==> src/rtl/stx_pkg.sv <==
// Package: register offsets, bit positions and command codes shared by
// the transmit register block and its checker.
package stx_pkg;
    localparam int unsigned ADDR_W = 12;

    localparam logic [ADDR_W-1:0] OFS_MODE = 12'h03C;
    localparam logic [ADDR_W-1:0] OFS_STAT = 12'h0A4;
    localparam logic [ADDR_W-1:0] OFS_CMD  = 12'h0A8;
    localparam logic [ADDR_W-1:0] OFS_DIV  = 12'h0C0;
    localparam logic [ADDR_W-1:0] OFS_DATA = 12'h100;

    localparam int unsigned MODE_ONECHAR_BIT = 4;
    localparam int unsigned STAT_ROOM_BIT    = 2;
    localparam int unsigned STAT_EMPTY_BIT   = 3;
    localparam int unsigned STAT_RXST_BIT    = 6;
    localparam int unsigned STAT_OVF_BIT     = 7;
    localparam int unsigned CMD_TXEN_BIT     = 2;
    localparam int unsigned CMD_RXARM_BIT    = 0;

    // Command code field in bits [6:4] of the command register
    typedef enum logic [2:0] {
        CODE_NONE     = 3'd0,
        CODE_RX_RESET = 3'd1,
        CODE_TX_RESET = 3'd2
    } stx_code_e;
endpackage

==> src/rtl/stx_fifo.sv <==
// Module: stx_fifo
// Circular character queue with a synchronous clear.
// Assumes: the caller never pushes when full or pops when empty; the
// clear wins over a push or pop in the same cycle. Depth need not be a
// power of two.
module stx_fifo #(
    parameter int unsigned W     = 8,
    parameter int unsigned DEPTH = 16,
    localparam int unsigned PW   = (DEPTH > 1) ? $clog2(DEPTH) : 1,
    localparam int unsigned CW   = $clog2(DEPTH + 1)
) (
    input  logic          clk,
    input  logic          rst_n,
    input  logic          clr,
    input  logic          push,
    input  logic [W-1:0]  wdata,
    input  logic          pop,
    output logic [W-1:0]  rdata,
    output logic          empty,
    output logic          full,
    output logic [CW-1:0] count
);
    logic [W-1:0]  mem [DEPTH];
    logic [PW-1:0] wr_ptr_q, rd_ptr_q;
    logic [CW-1:0] cnt_q;

    function automatic logic [PW-1:0] bump(input logic [PW-1:0] p);
        return (p == PW'(DEPTH - 1)) ? '0 : p + PW'(1);
    endfunction

    // Storage write: no reset needed, validity is tracked by the count
    always_ff @(posedge clk) begin
        if (push) mem[wr_ptr_q] <= wdata;
    end

    // Pointer and occupancy tracking
    always_ff @(posedge clk) begin
        if (!rst_n || clr) begin
            wr_ptr_q <= '0;
            rd_ptr_q <= '0;
            cnt_q    <= '0;
        end else begin
            if (push) wr_ptr_q <= bump(wr_ptr_q);
            if (pop)  rd_ptr_q <= bump(rd_ptr_q);
            if (push && !pop)      cnt_q <= cnt_q + CW'(1);
            else if (pop && !push) cnt_q <= cnt_q - CW'(1);
        end
    end

    // Head and flag outputs
    always_comb begin
        rdata = mem[rd_ptr_q];
        empty = (cnt_q == '0);
        full  = (cnt_q == CW'(DEPTH));
        count = cnt_q;
    end
endmodule

==> src/rtl/stx_shifter.sv <==
// Module: stx_shifter
// Frame serializer: takes one character when idle and enabled, sends a
// start bit, eight data bits LSB first and a stop bit, each held for
// `divisor` clocks (0 is treated as 1).
// Assumes: abort has priority over everything and leaves the line high.
module stx_shifter #(
    parameter int unsigned DIVW = 16
) (
    input  logic            clk,
    input  logic            rst_n,
    input  logic            abort,
    input  logic            en,
    input  logic [DIVW-1:0] divisor,
    input  logic            avail,
    input  logic [7:0]      char_in,
    output logic            take,
    output logic            busy,
    output logic            txd
);
    logic            busy_q, txd_q;
    logic [8:0]      shreg_q;
    logic [3:0]      left_q;
    logic [DIVW-1:0] tick_q;
    logic [DIVW-1:0] div_eff;

    // Accept a character and clamp the divisor
    always_comb begin
        take    = !busy_q && en && avail && !abort;
        div_eff = (divisor == '0) ? DIVW'(1) : divisor;
    end

    // Bit timing and shifting
    always_ff @(posedge clk) begin
        if (!rst_n || abort) begin
            busy_q  <= 1'b0;
            txd_q   <= 1'b1;
            shreg_q <= '0;
            left_q  <= '0;
            tick_q  <= '0;
        end else if (take) begin
            busy_q  <= 1'b1;
            txd_q   <= 1'b0;
            shreg_q <= {1'b1, char_in};
            left_q  <= 4'd9;
            tick_q  <= div_eff - DIVW'(1);
        end else if (busy_q) begin
            if (tick_q == '0) begin
                if (left_q == '0) begin
                    busy_q <= 1'b0;
                end else begin
                    txd_q   <= shreg_q[0];
                    shreg_q <= {1'b1, shreg_q[8:1]};
                    left_q  <= left_q - 4'd1;
                    tick_q  <= div_eff - DIVW'(1);
                end
            end else begin
                tick_q <= tick_q - DIVW'(1);
            end
        end
    end

    // Outputs
    always_comb begin
        busy = busy_q;
        txd  = txd_q;
    end
endmodule

==> src/rtl/stx_top.sv <==
// Module: stx_top
// Register front end of the serial transmitter: decodes the mode,
// status, command, divisor and data offsets, owns the control flags,
// and joins the FIFO to the serializer.
// Assumes: single-cycle register accesses with combinational read data;
// reads have no side effects.
module stx_top #(
    parameter int unsigned DEPTH       = 16,
    parameter int unsigned DIVW        = 16,
    parameter int unsigned DIV_DEFAULT = 16,
    localparam int unsigned CW         = $clog2(DEPTH + 1)
) (
    input  logic        clk,
    input  logic        rst_n,
    input  logic        bus_sel,
    input  logic        bus_we,
    input  logic [11:0] bus_addr,
    input  logic [31:0] bus_wdata,
    output logic [31:0] bus_rdata,
    output logic        txd
);
    import stx_pkg::*;

    logic            onechar_q, tx_en_q, rx_state_q, ovf_q;
    logic [DIVW-1:0] div_q;
    logic            wr, cmd_wr, data_wr, tx_clr, rx_clr, push;
    logic [2:0]      code;
    logic            fifo_empty, fifo_full, take, busy, st_empty;
    logic [7:0]      head;
    logic [CW-1:0]   fifo_cnt;
    logic            unused_hi;

    // Write strobes and command decode
    always_comb begin
        wr      = bus_sel && bus_we;
        cmd_wr  = wr && (bus_addr == OFS_CMD);
        data_wr = wr && (bus_addr == OFS_DATA) && onechar_q;
        code    = bus_wdata[6:4];
        tx_clr  = cmd_wr && (code == CODE_TX_RESET);
        rx_clr  = cmd_wr && (code == CODE_RX_RESET);
        push    = data_wr && !fifo_full;
        st_empty = fifo_empty && !busy;
    end

    assign unused_hi = ^bus_wdata[31:16];

    // Mode and divisor registers
    always_ff @(posedge clk) begin
        if (!rst_n) begin
            onechar_q <= 1'b0;
            div_q     <= DIVW'(DIV_DEFAULT);
        end else if (wr) begin
            if (bus_addr == OFS_MODE) onechar_q <= bus_wdata[MODE_ONECHAR_BIT];
            if (bus_addr == OFS_DIV)  div_q     <= bus_wdata[DIVW-1:0];
        end
    end

    // Transmit enable: reset code reloads it from bit 2, otherwise bit 2 sets it
    always_ff @(posedge clk) begin
        if (!rst_n)                            tx_en_q <= 1'b0;
        else if (tx_clr)                       tx_en_q <= bus_wdata[CMD_TXEN_BIT];
        else if (cmd_wr && bus_wdata[CMD_TXEN_BIT]) tx_en_q <= 1'b1;
    end

    // Receive-state stub: armed by bit 0, cleared by the receiver reset code
    always_ff @(posedge clk) begin
        if (!rst_n || rx_clr)                          rx_state_q <= 1'b0;
        else if (cmd_wr && bus_wdata[CMD_RXARM_BIT])   rx_state_q <= 1'b1;
    end

    // Sticky overflow on a dropped data write
    always_ff @(posedge clk) begin
        if (!rst_n || tx_clr)           ovf_q <= 1'b0;
        else if (data_wr && fifo_full)  ovf_q <= 1'b1;
    end

    // Read data mux
    always_comb begin
        bus_rdata = '0;
        if (bus_sel && !bus_we) begin
            case (bus_addr)
                OFS_MODE: bus_rdata[MODE_ONECHAR_BIT] = onechar_q;
                OFS_STAT: begin
                    bus_rdata[STAT_ROOM_BIT]  = !fifo_full;
                    bus_rdata[STAT_EMPTY_BIT] = st_empty;
                    bus_rdata[STAT_RXST_BIT]  = rx_state_q;
                    bus_rdata[STAT_OVF_BIT]   = ovf_q;
                end
                OFS_DIV:  bus_rdata[DIVW-1:0] = div_q;
                default:  bus_rdata = '0;
            endcase
        end
    end

    stx_fifo #(.W(8), .DEPTH(DEPTH)) u_fifo (
        .clk(clk), .rst_n(rst_n), .clr(tx_clr),
        .push(push), .wdata(bus_wdata[7:0]),
        .pop(take), .rdata(head),
        .empty(fifo_empty), .full(fifo_full), .count(fifo_cnt)
    );

    stx_shifter #(.DIVW(DIVW)) u_shift (
        .clk(clk), .rst_n(rst_n), .abort(tx_clr), .en(tx_en_q),
        .divisor(div_q), .avail(!fifo_empty), .char_in(head),
        .take(take), .busy(busy), .txd(txd)
    );
endmodule

==> config.mk <==
export PLATFORM = sky130hd
export DESIGN_NAME = stx_top
export DESIGN_NICKNAME = d
export VERILOG_FILES = /design/src/rtl/stx_pkg.sv /design/src/rtl/stx_fifo.sv /design/src/rtl/stx_shifter.sv /design/src/rtl/stx_top.sv
export SDC_FILE = /design/constraint.sdc
export NUM_CORES = 1
export LEC_CHECK = 0
export ABC_AREA = 1
export BUFFER_PORTS_ARGS = -buffer_cell sky130_fd_sc_hd__buf_4
export CORE_ASPECT_RATIO = 0.6
export CORE_UTILIZATION = 55
export CTS_CLUSTER_DIAMETER = 80
export CTS_CLUSTER_SIZE = 8
export DETAILED_ROUTE_END_ITERATION = 8
export GPL_TIMING_DRIVEN = 0
export PLACE_DENSITY = 0.74
export SYNTH_ARGS = -nofsm -noshare
export SYNTH_HDL_FRONTEND = slang
export SYNTH_SLANG_ARGS = --single-unit
==> constraint.sdc <==
create_clock -name clk -period 5.1 [get_ports clk]
set_input_delay 0.51 -clock clk [delete_from_list [all_inputs] [get_ports clk]]
set_output_delay 0.51 -clock clk [all_outputs]
set_load 0.1 [all_outputs]
==> results.yml <==
outcome:
  status: "finished clean"
power:
  p_leak_nw: 4.13
  vdd_drop_max_v: 0.000252
  power-per-cell-area_nw_per_um2: 296
finish:
  nets: 1167
  layout-drive-gt1-share_pct: 13.2
  area_delta_synth_final_pct: 13.7
  layout_common_cells: "nand2_1 (184), nor2_1 (146), edfxtp_1 (128)"
  diodes: 0
  mostFrequentLayoutCell: "nand2_1"
  nFillCells: 1371
grt:
  overflow: 0
  grt_max_degree: 20
  grt_pass1_vias: 6857
  grt_antenna_before_repair: 1
  grt_usage_pct: 30.1
  grt_pass1_wl_mm: 38.4
sta:
  setup_viol: 0
  period_share_pct: 55.4
  tightest_slew_ps: 963
  max_freq_mhz: 354
  slew_violations: 0
  hold_viol_final: 0
  min_period_ps: 2830
  finClkSkew_ps: 16.3
  rsz0062_at_grt: "false"
  relSlewSlack_pct: 35.6
  setup_ws_ps: 2270
  tns_ps: 0
logic_synthesis:
  yosysWarnings: 0
  synthCells: 1023
  netlist_area_um2: 9330
  ys_ff_latch: 196
  yosysSeqAreaShare_pct: 55.8
  synth_area_per_cell_um2: 9.12
  ys_types: 49
setup_path:
  r2r-start: "u_fifo.count[0]"
  critPathCaptureType: "flip-flop"
  worstSetupPathType: "reg -> reg"
  path_cells: "nor2_1 -> nand4_1 -> nand2_1 -> inv_1 -> nand3_4 -> buf_2 -> ha_1 -> inv_1 -> fa_1 -> a21o_1 -> a21oi_1 -> nor2_1 -> nor2_1 -> nand2_1 -> o21ai_0 -> a21oi_1"
  cp-start-kind: "flip-flop"
  worstPathArrival_ps: 3170
  cpPeakStageDelay_ps: 410
  crit_required_ps: 5440
  crit_slowest_cell: "fa_1"
  critPathMostFrequentCell: "nor2_1"
  cp_max_fo: 10
  worstSetupStartpoint: "u_fifo.count[0]"
run:
  maxCapViolations: 0
placement:
  pre_cts_ws_ps: 1890
  place.gp.congestion: 0.964
  hpwl_mm: 18.2
  io_buffers: 48
clock_tree:
  hold_buffers: 0
  ctsRootBufferMaster: "clkbuf_16"
  postCtsSetupRepairBufs: 0
  clk_pin_slew_worst_paths_ps: 80
  cts_max_path_buffers: 2
  cts-resized-gates: 0
  cts_tree: "done"
  cts_buffers: 17
  clock_latency_ps: 450
  htree_levels: 4
  cts_sinks: 196
drt:
  drc: 0
  vias: 7739
  dr.pass1.iters: 5
  ant_nets: 0
  vias_per_cell: 5.75
  wirelength_mm: 25.1
  wire_per_inst_um: 18.7
  drt_iter0_drc: 1089
floorplan:
  die_height_um: 103
  io_pins: 81
  rows: 36
  die-area_um2: 17500
  initial_utilization_pct: 56.9
  core_um2: 16400
  die_w_um: 170
min_path:
  hold_class: "in -> reg"
  min-delay-start: "bus_wdata[8]"
path summary, 6_finish.rpt:
path,end,cells past startpoint,slack (ps)
max,u_fifo.count[4],16,2270
min,div_q[8],3,340
max reg2reg,u_fifo.count[4],16,2270
min reg2reg,u_shift.left_q[1],2,470
critical path: cells and delay by family, from the launching register on:
family          cells  cell delay, ps
flops               1             370
buf+inv             3             450
compound gates      4             540
fa+ha+maj           2             650
simple gates        7             720
cell families after synthesis:
logic type      synth area share [%]
other cells                   0.0402
xor+xnor                        1.88
fa+ha+maj                       1.96
buf+inv                         7.12
flops                           55.8
simple gates                    20.7
compound gates                  12.5
synthesized netlist by cell type (all sizes together):
library cell	number	share of area, %
nand3b	1	0.081
o221ai	28	2.6
a21boi	1	0.081
o22ai	3	0.20
a31o	1	0.094
nand4	9	0.60
a41oi	1	0.094
ha	13	1.7
a21oi	47	2.6
buf	30	2.3
inv	90	3.6
a31oi	3	0.20
fa	1	0.21
nor3	20	1.3
o21bai	1	0.081
o211ai	6	0.54
clkbuf	26	1.1
conb	1	0.040
a211oi	4	0.38
nor4	1	0.067
nand2	191	7.9
a21o	2	0.16
nor2	158	6.9
o21ai	100	5.4
xnor2	3	0.28
o21a	1	0.081
clkinv	2	0.094
or2	1	0.067
dfxtp	68	15
xor2	17	1.6
edfxtp	128	41
nand3	65	3.8
area by class of cell:
| type | instances | area [um2] | area share [%] |
|---|---|---|---|
| Buffer | 56 | 315 | 2.97 |
| Clock buffer | 17 | 425 | 4.01 |
| Clock inverter | 15 | 149 | 1.40 |
| Inverter | 92 | 349 | 3.29 |
| Multi-Input combinational cell | 694 | 3510 | 33.1 |
| Sequential cell | 196 | 5200 | 49.1 |
| Tap cell | 228 | 285 | 2.69 |
| Timing Repair Buffer | 48 | 360 | 3.40 |
metal layers:
metal	vias to the layer above	global-route usage, %	share of wire, %
li1	3622	-	-
met4	2	6.38	0.70
met3	23	11.6	15
met5	-	0	0.052
met1	3626	46.5	46
met2	466	39.1	38
state kept, by name (all words and copies together) (netlist names), named ones only:
| register | count |
|---|---|
| u_fifo.mem | 128 |
| div_q | 16 |
| u_fifo.rd_ptr_q | 4 |
| u_fifo.wr_ptr_q | 4 |
| ovf_q | 1 |
| u_shift.busy | 1 |
| onechar_q | 1 |
| u_shift.tick_q | 16 |
| u_fifo.count | 5 |
| u_shift.left_q | 4 |
| u_shift.shreg_q | 9 |
| tx_en_q | 1 |
| u_shift.txd | 1 |
| rx_state_q | 1 |
where the power goes:
part / internal, mW / total [mW] / switching, mW / leakage, nW
clock network: 0.687 / 1.33 / 0.643 / 0.267
logic: 0.0298 / 0.127 / 0.0977 / 2.17
registers: 1.69 / 1.69 / 0.0000158 / 1.70
total: 2.40 / 3.14 / 0.741 / 4.13
per-stage QoR:
stage / instance area (um2) / std cells / hold WS (ps) / power (mW) / utilization, %
2_1_floorplan: 9380 / 1038 / 441 / 1.80 / -
3_3_place_gp: 10000 / 1314 / 452 / 1.85 / 61.2
3_5_place_dp: 10000 / 1314 / 458 / 1.85 / 61.2
4_1_cts: 10600 / 1346 / 346 / 3.14 / 64.7
5_1_grt: 10600 / 1346 / 378 / 3.22 / 64.7
6_report: 10600 / 1346 / 343 / 3.14 / 64.7
Power figures use the tool's default switching activity.
